$ cat config.mk
export PLATFORM = sky130hd
export DESIGN_NAME = scanbus_read_ctrl
export DESIGN_NICKNAME = d
export VERILOG_FILES = /design/src/rtl/scanbus_pkg.sv /design/src/rtl/scanbus_dp.sv /design/src/rtl/scanbus_ctrl.sv /design/src/rtl/scanbus_read_ctrl.sv
export SDC_FILE = /design/constraint.sdc
export NUM_CORES = 1
export LEC_CHECK = 0
export ABC_AREA = 1
export BUFFER_PORTS_ARGS = -buffer_cell sky130_fd_sc_hd__buf_2
export CORE_ASPECT_RATIO = 0.75
export CORE_MARGIN = 3
export CORE_UTILIZATION = 50
export CTS_BUF_LIST = sky130_fd_sc_hd__clkbuf_8
export DETAILED_ROUTE_END_ITERATION = 16
export PLACE_DENSITY = 0.84
export SETUP_SLACK_MARGIN = 0.4
export SYNTH_ARGS = -nofsm -noshare
export SYNTH_HDL_FRONTEND = slang
export SYNTH_HIERARCHICAL = 1
export SYNTH_SLANG_ARGS = --single-unit
$ cat constraint.sdc
create_clock -name clk -period 4.8 [get_ports clk]
set_input_delay 0.24 -clock clk [delete_from_list [all_inputs] [get_ports clk]]
set_output_delay 0.24 -clock clk [all_outputs]
set_load 0.03 [all_outputs]
$ cat src/rtl/scanbus_pkg.sv
`timescale 1ns/1ps
package scanbus_pkg;

  typedef enum logic [2:0] {
    PH_SCAN,
    PH_ADDR,
    PH_MREQ,
    PH_READY,
    PH_RECOVER
  } busPhase_t;

  typedef struct packed {
    logic latchTarget;
    logic captureWord;
  } dpStrobe_t;

endpackage

$ cat src/rtl/scanbus_dp.sv
`timescale 1ns/1ps
module scanbus_dp
  import scanbus_pkg::*;
#(
  parameter int NPROC = 4,
  parameter int NMEM  = 3,
  parameter int AW    = 6,
  parameter int DW    = 16,
  localparam int PSW  = (NPROC > 1) ? $clog2(NPROC) : 1,
  localparam int MSW  = (NMEM > 1) ? $clog2(NMEM) : 1
) (
  input  logic                  clk,
  input  logic                  rstN,
  input  logic [NPROC-1:0]      procBusReq,
  input  logic [NPROC*MSW-1:0]  procMemSel,
  input  logic [NPROC*AW-1:0]   procWordAddr,
  input  logic [NMEM-1:0]       memRead,
  input  logic [NMEM*DW-1:0]    memWord,
  input  logic [PSW-1:0]        scanIdx,
  input  logic [PSW-1:0]        grantIdx,
  input  dpStrobe_t             strobe,
  output logic                  candOk,
  output logic                  selMemRead,
  output logic [MSW-1:0]        memSelIdx,
  output logic [AW-1:0]         memAddr,
  output logic [DW-1:0]         busData
);

  // per-processor request registers
  logic [NPROC-1:0] reqSeen;
  logic [MSW-1:0]   tgtMem  [NPROC];
  logic [AW-1:0]    tgtAddr [NPROC];

  always_ff @(posedge clk) begin
    if (!rstN) begin
      reqSeen <= '0;
      for (int p = 0; p < NPROC; p++) begin
        tgtMem[p]  <= '0;
        tgtAddr[p] <= '0;
      end
    end else begin
      reqSeen <= procBusReq;
      for (int p = 0; p < NPROC; p++) begin
        if (procBusReq[p] && !reqSeen[p]) begin
          tgtMem[p]  <= procMemSel[p*MSW +: MSW];
          tgtAddr[p] <= procWordAddr[p*AW +: AW];
        end
      end
    end
  end

  // candidate test for the processor under the scanner
  logic [MSW-1:0] candMem;
  logic           candBusy;

  always_comb begin
    candMem  = tgtMem[scanIdx];
    candBusy = 1'b1;              // out-of-range index never granted
    for (int m = 0; m < NMEM; m++) begin
      if (candMem == MSW'(m)) candBusy = memRead[m];
    end
    candOk = procBusReq[scanIdx] && reqSeen[scanIdx] && !candBusy;
  end

  // read-done of the memory being served
  always_comb begin
    selMemRead = 1'b0;
    for (int m = 0; m < NMEM; m++) begin
      if (memSelIdx == MSW'(m)) selMemRead = memRead[m];
    end
  end

  logic [DW-1:0] selWord;
  always_comb begin
    selWord = '0;
    for (int m = 0; m < NMEM; m++) begin
      if (memSelIdx == MSW'(m)) selWord = memWord[m*DW +: DW];
    end
  end

  // memory-side address register and bus data register
  always_ff @(posedge clk) begin
    if (!rstN) begin
      memSelIdx <= '0;
      memAddr   <= '0;
      busData   <= '0;
    end else begin
      if (strobe.latchTarget) begin
        memSelIdx <= tgtMem[grantIdx];
        memAddr   <= tgtAddr[grantIdx];
      end
      if (strobe.captureWord) busData <= selWord;
    end
  end

  // the served address register only moves when a new target is latched
  p_addr_quiet_r2: assert property (@(posedge clk) disable iff (!rstN)
    !strobe.latchTarget |=> $stable(memAddr));

endmodule

$ cat src/rtl/scanbus_ctrl.sv
`timescale 1ns/1ps
module scanbus_ctrl
  import scanbus_pkg::*;
#(
  parameter int NPROC = 4,
  parameter int NMEM  = 3,
  localparam int PSW  = (NPROC > 1) ? $clog2(NPROC) : 1,
  localparam int MSW  = (NMEM > 1) ? $clog2(NMEM) : 1
) (
  input  logic             clk,
  input  logic             rstN,
  input  logic [NPROC-1:0] procBusReq,
  input  logic             candOk,
  input  logic             selMemRead,
  input  logic [MSW-1:0]   memSelIdx,
  output logic [PSW-1:0]   scanIdx,
  output logic [PSW-1:0]   grantIdx,
  output dpStrobe_t        strobe,
  output logic [NPROC-1:0] busGrant,
  output logic [NMEM-1:0]  memReq,
  output logic             dataReady
);

  localparam logic [PSW-1:0] LASTP = PSW'(NPROC - 1);

  busPhase_t      phase, phaseNext;
  logic [PSW-1:0] scanPtr, scanNext;
  logic [PSW-1:0] grantReg, grantNext;

  function automatic logic [PSW-1:0] succ(input logic [PSW-1:0] p);
    return (p == LASTP) ? '0 : p + 1'b1;
  endfunction

  always_comb begin
    phaseNext = phase;
    scanNext  = scanPtr;
    grantNext = grantReg;
    strobe    = '0;
    case (phase)
      PH_SCAN: begin
        if (candOk) begin
          grantNext = scanPtr;
          phaseNext = PH_ADDR;
        end else begin
          scanNext = succ(scanPtr);
        end
      end
      PH_ADDR: begin
        strobe.latchTarget = 1'b1;
        phaseNext          = PH_MREQ;
      end
      PH_MREQ: begin
        if (selMemRead) begin
          strobe.captureWord = 1'b1;
          phaseNext          = PH_READY;
        end
      end
      PH_READY: begin
        if (!procBusReq[grantReg]) phaseNext = PH_RECOVER;
      end
      PH_RECOVER: begin
        if (!selMemRead) begin
          phaseNext = PH_SCAN;
          scanNext  = succ(grantReg);
        end
      end
      default: phaseNext = PH_SCAN;
    endcase
  end

  always_ff @(posedge clk) begin
    if (!rstN) begin
      phase    <= PH_SCAN;
      scanPtr  <= '0;
      grantReg <= '0;
    end else begin
      phase    <= phaseNext;
      scanPtr  <= scanNext;
      grantReg <= grantNext;
    end
  end

  logic busOwned;
  assign busOwned  = (phase == PH_ADDR) || (phase == PH_MREQ) || (phase == PH_READY);
  assign dataReady = (phase == PH_READY);
  assign scanIdx   = scanPtr;
  assign grantIdx  = grantReg;

  for (genvar p = 0; p < NPROC; p++) begin : g_grant
    assign busGrant[p] = busOwned && (grantReg == PSW'(p));
  end

  for (genvar m = 0; m < NMEM; m++) begin : g_mreq
    assign memReq[m] = (phase == PH_MREQ) && (memSelIdx == MSW'(m));
  end

  // grant and memory request are never shared
  p_grant_onehot_r10: assert property (@(posedge clk) disable iff (!rstN)
    $onehot0(busGrant));
  p_memreq_onehot_r10: assert property (@(posedge clk) disable iff (!rstN)
    $onehot0(memReq));
  // memory request is held until the memory answers
  p_memreq_hold_r5: assert property (@(posedge clk) disable iff (!rstN)
    ((|memReq) && !selMemRead) |=> $stable(memReq));
  // data-ready never coexists with a memory request
  p_ready_excl_r6: assert property (@(posedge clk) disable iff (!rstN)
    dataReady |-> (memReq == '0));
  // data-ready held while the owner still requests, dropped after release
  p_ready_hold_r7: assert property (@(posedge clk) disable iff (!rstN)
    (dataReady && procBusReq[grantReg]) |=> dataReady);
  p_ready_drop_r7: assert property (@(posedge clk) disable iff (!rstN)
    (dataReady && !procBusReq[grantReg]) |=> !dataReady);
  // a fresh grant only follows a quiet bus
  p_grant_quiet_r8: assert property (@(posedge clk) disable iff (!rstN)
    $rose(|busGrant) |-> !$past(dataReady));

endmodule

$ cat src/rtl/scanbus_read_ctrl.sv
`timescale 1ns/1ps
module scanbus_read_ctrl
  import scanbus_pkg::*;
#(
  parameter int NPROC = 4,
  parameter int NMEM  = 3,
  parameter int AW    = 6,
  parameter int DW    = 16,
  localparam int PSW  = (NPROC > 1) ? $clog2(NPROC) : 1,
  localparam int MSW  = (NMEM > 1) ? $clog2(NMEM) : 1
) (
  input  logic                 clk,
  input  logic                 rstN,
  input  logic [NPROC-1:0]     procBusReq,
  input  logic [NPROC*MSW-1:0] procMemSel,
  input  logic [NPROC*AW-1:0]  procWordAddr,
  output logic [NPROC-1:0]     busGrant,
  output logic                 dataReady,
  output logic [DW-1:0]        busData,
  output logic [NMEM-1:0]      memReq,
  output logic [AW-1:0]        memAddr,
  input  logic [NMEM-1:0]      memRead,
  input  logic [NMEM*DW-1:0]   memWord
);

  dpStrobe_t      strobe;
  logic           candOk;
  logic           selMemRead;
  logic [MSW-1:0] memSelIdx;
  logic [PSW-1:0] scanIdx;
  logic [PSW-1:0] grantIdx;

  scanbus_ctrl #(.NPROC(NPROC), .NMEM(NMEM)) u_ctrl (
    .clk        (clk),
    .rstN       (rstN),
    .procBusReq (procBusReq),
    .candOk     (candOk),
    .selMemRead (selMemRead),
    .memSelIdx  (memSelIdx),
    .scanIdx    (scanIdx),
    .grantIdx   (grantIdx),
    .strobe     (strobe),
    .busGrant   (busGrant),
    .memReq     (memReq),
    .dataReady  (dataReady)
  );

  scanbus_dp #(.NPROC(NPROC), .NMEM(NMEM), .AW(AW), .DW(DW)) u_dp (
    .clk          (clk),
    .rstN         (rstN),
    .procBusReq   (procBusReq),
    .procMemSel   (procMemSel),
    .procWordAddr (procWordAddr),
    .memRead      (memRead),
    .memWord      (memWord),
    .scanIdx      (scanIdx),
    .grantIdx     (grantIdx),
    .strobe       (strobe),
    .candOk       (candOk),
    .selMemRead   (selMemRead),
    .memSelIdx    (memSelIdx),
    .memAddr      (memAddr),
    .busData      (busData)
  );

  // the word handed to the processor stays put while offered
  p_data_hold_r7: assert property (@(posedge clk) disable iff (!rstN)
    dataReady |=> (!dataReady || $stable(busData)));

endmodule

After elaboration in Yosys (flattened, before gate mapping)
Memory sizes are Yosys's and may differ from the RTL's. A register that Yosys moved wholly into a read port is not among the register bits.
Cells that the tools add are included.
- bitwise gates (word level): 8
- $lt $le $gt $ge: 2
- reduce and logical (&&, ||, !) cells: 30
- equal/unequal tests: 17
- add/sub/neg operators: 2
- mux-type cells: 51
- operator list (kind ; count):
    $mux 16 ; 3
    $mux 1 ; 25
    $mux 6 ; 4
    $mux 2 ; 10
    $pmux 3 s5 ; 1
    $logic_and 1x1->1 ; 13
    $mux 3 ; 4
    $eq 2x2->1 const B ; 5
    $ne 2x2->1 const B ; 4
    $or 1x1->1 ; 8
    $logic_not 1->1 ; 7
    $bmux 1 s2 ; 3
    $eq 2x1->1 const B ; 3
    $eq 3x2->1 const B ; 2
    $logic_not 2->1 ; 3
    $lt 2x3->1 const B ; 2
    $add 2x1->2 const B ; 2
    $pmux 2 s2 ; 1
    $reduce_and 4->1 ; 1
    $eq 3x1->1 const B ; 1
    $eq 3x3->1 const B ; 1
    $logic_not 3->1 ; 1
    $reduce_and 3->1 ; 1
    $logic_or 1x1->1 ; 2
    3 further kinds ; 3
- bits in registers: 27
- input bits: 89
- memory bits (writable): 32
- memories kept: 2
- memories (name ; depth ; bits a word ; rd ports ; clocked after memory_dff ; wr ports ; RTL line ; source):
    u_dp.tgtAddr ; 4 ; 6 ; 1 ; 1 ; 4 ; scanbus_dp.sv:32 ; logic [AW-1:0] tgtAddr [NPROC];
    u_dp.tgtMem ; 4 ; 2 ; 2 ; 2 ; 4 ; scanbus_dp.sv:31 ; logic [MSW-1:0] tgtMem [NPROC];

Longest topological paths before layout
- word-level depth: 10
- gate-level depth with buffers: 15

By module
The synthesis kept the hierarchy.
- by module, submodules not included (module ; instances ; area an instance (µm²) ; cells an instance):
    scanbus_dp ; 1 ; 2906.5 ; 365
    scanbus_ctrl ; 1 ; 565.5 ; 89

Worst setup path after synthesis
Ideal clock, no wire load.
- path kind: register to register
- from: register u_dp.memSelIdx[0] (read register of u_dp.tgtMem)
- to: register u_dp.busData[13]
- setup time: 0.077 ns
- cell stages (with the launch flop): 11
- path buffers: 2
- slack: 2.883 ns
- period minus slack after synthesis: 1.917 ns
- required time: 4.723 ns
- data arrival time: 1.840 ns
- cell sequence: dfxtp_1 > inv_2 > nor2_4 > buf_4 > nand2_1 > nand3_1 > inv_1 > nor2_1 > clkbuf_1 > o21ai_0 > a41oi_2
- RTL lines (what ; RTL line ; source):
    start: declaration ; scanbus_dp.sv:24 ; output logic [MSW-1:0] memSelIdx,
    end signal: assignment ; scanbus_dp.sv:92 ; if (strobe.captureWord) busData <= selWord;
    end: declaration ; scanbus_dp.sv:26 ; output logic [DW-1:0] busData

==> metrics.txt <==
status=complete, no violations; P&R area growth vs syn=23.42%; Critical Path AT=3.05 ns; Initial Utilization=0.5337; Critical Path Sink Type=register; Port Buf Inserts=approximately 120; Fin. Hold Viols=0; leakage=2.206 nW; Mapped Cells=454; first-pass GRT wire length=~15,000 um; Seq/Total Area, Yosys=0.4786; DIE WIDTH=102.2 um; DRT met1 WL=slightly below 4000 um; post_cts resized=0; all-layer global routing usage=0.2379; Slew Limit Headroom=0.2225; Hold WC Path Type=primary input to register; Startpoint Class=register; vias per cell=5.253; clk sink count=67; measured slew at the worst slew-check pin=1.165 ns; die area=7990 um^2; CTS buffer count=9; io pins=between 100 and 150; antenna-violating nets left=0; fin worst setup slack=slightly above 2 ns; core footprint=6506 um^2; commonest non-fill, non-tap cell in the layout=buf_2; DP HPWL=around 6900 um; Mapped Avg Cell Area=approximately 7.6 um^2; Post-CTS Hold Fix Bufs=0; Highest Signal Layer=met4; Antenna diodes=0; via count of the first global-routing pass=3,371; post-placement cell count=640; post-synth cell types=27; YS warnings=6; root buffer cell=clkbuf_8; Max Clock Skew=approximately 0.0055 ns; Clock Path Buffers=2; clock slew at reported path FFs=around 0.070 ns; pwr dens=488.3 nW/um^2; RSZ-0062 raised after global routing=no; initial antenna violation count=0; multi-input logic area=between 1000 and 1500 um^2; Fin Hold WS=0.1831 ns; Core Util, Final=0.6587; shortest period the worst path allows=roughly 2.8 ns; Post-Syn Area=about 3500 um^2; GP Congestion=0.8620; fin nets=664; f_max=358.5 MHz; via count=3,446; flops & latches, synth=67; H-tree Lvls=3; met2 routed WL=~4400 um; DRT iter0 DRCs=327; maximum vdd drop=~270 uV; Register Area=1662 um^2; met3 WL=between 800 and 900 um; maxcap violations=0; DR pass1 iterations=6; Slew Viols, Final=0; Cell Rows=25; CP Data Required Time=5.06 ns; drt wl/cell=14.19 um; latest clock arrival within the worst-skew pair=0.34 ns; share of post-route cells with drive strength above 1=0.2574; pre-CTS WS=2.077 ns; final WL=between 9000 and 10,000 um; Syn Nets=548; Finished Layout Cells=656; post-CTS setup buffer count=0; most frequent cells in the layout=118 x buf_2, 105 x nand2_1, 85 x nor2_1; TritonCTS clock tree=done; fillers=576; Setup CP Type=register to register; # setup viols final=0; Overflow after GRT=0; Die H=78.17 um; final worst-path cycle share=0.5811; CP Max Fanout=32; setup_tns=0 ns; largest net degree at the start of global routing=33; drc violations=0
-- metrics by stage --
| stage | area [um^2] | total power, mW |
|---|---|---|
| floorplan | 3472 | 1.417 |
| global placement | 4089 | 1.591 |
| detailed placement | 4089 | 1.624 |
| CTS | 4285 | 2.095 |
| global route | 4285 | 2.236 |
| finish | 4285 | 2.093 |
-- Yosys cell counts, drive strengths merged --
| cell | count | area (um^2) |
|---|---|---|
| a41oi | 16 | 162.7 |
| and2 | 1 | 6.260 |
| nand4 | 1 | 6.260 |
| clkbuf | 5 | 18.77 |
| ha | 5 | 62.56 |
| o211ai | 8 | 60.06 |
| inv | 75 | 281.5 |
| nand2 | 105 | 394.1 |
| nor3 | 2 | 10.01 |
| nor2 | 92 | 380.4 |
| nand3b | 1 | 7.510 |
| dfxtp | 35 | 700.7 |
| a21oi | 6 | 30.03 |
| o21ai | 39 | 198.9 |
| edfxtp | 32 | 960.9 |
| nand3 | 22 | 125.1 |
| o21bai | 1 | 7.510 |
| buf | 8 | 58.80 |
-- critical path, stage by stage, from the launching register on --
cell and delay, ns:
dfxtp_1 0.39, nor2_2 0.53, nand2_1 0.10, nand3_1 0.18
inv_1 0.09, nor2_2 0.90, o21ai_0 0.31, a41oi_2 0.21
-- path summary, 6_finish.rpt --
kind / from / slack, ns / depth (start not counted) / to
hold / removal: memWord[26] / 0.18 / 3 / u_dp/busData[10]
hold reg to reg: u_dp/busData[14] / 0.54 / 2 / u_dp/busData[14]
setup / recovery: u_dp/memSelIdx[0] / 2.01 / 7 / u_dp/busData[9]
setup reg to reg: u_dp/memSelIdx[0] / 2.01 / 7 / u_dp/busData[9]
-- registers in the layout (all words and copies together), names as in the netlist --
name	count
u_dp/busData	16
u_dp/tgtAddr	24
u_dp/reqSeen	4
u_ctrl/phase	3
u_dp/memSelIdx	2
u_dp/memAddr	6
u_ctrl/grantIdx	2
u_ctrl/scanIdx	2
u_dp/tgtMem	8
-- layout make-up --
class | count | area share
sequential | 67 | 0.3877
inverter | 75 | 0.06569
multi-input combinational | 299 | 0.3393
clock inverter | 5 | 0.01051
timing repair buffer | 118 | 0.1378
clock buffer | 11 | 0.03533
tap | 81 | 0.02365
-- routing by layer --
metal | vias to the layer above | track usage
li1 | 1692 | -
met1 | 1567 | 0.3098
met2 | 159 | 0.3852
met3 | 28 | 0.06572
met4 | 0 | 0.07339
met5 | - | 0
-- logic make-up (layout without fill, tap and decap cells) --
kind of cell,after synthesis,after routing,share of synthesized area
and+or+nand+nor,224,224,0.2678
DFF,67,67,0.4786
buffers and inverters,88,209,0.1034
AOI/OAI and AO/OA,70,70,0.1323
adders and majority gates,5,5,0.01802
-- power by group --
group          internal (mW)  switching (mW)  total, mW
Sequential             0.697           0.106      0.803
Combinational          0.257           0.571      0.829
Clock                  0.261           0.200      0.461
Total                   1.22           0.877       2.09
(Power assumes the default switching activity.)
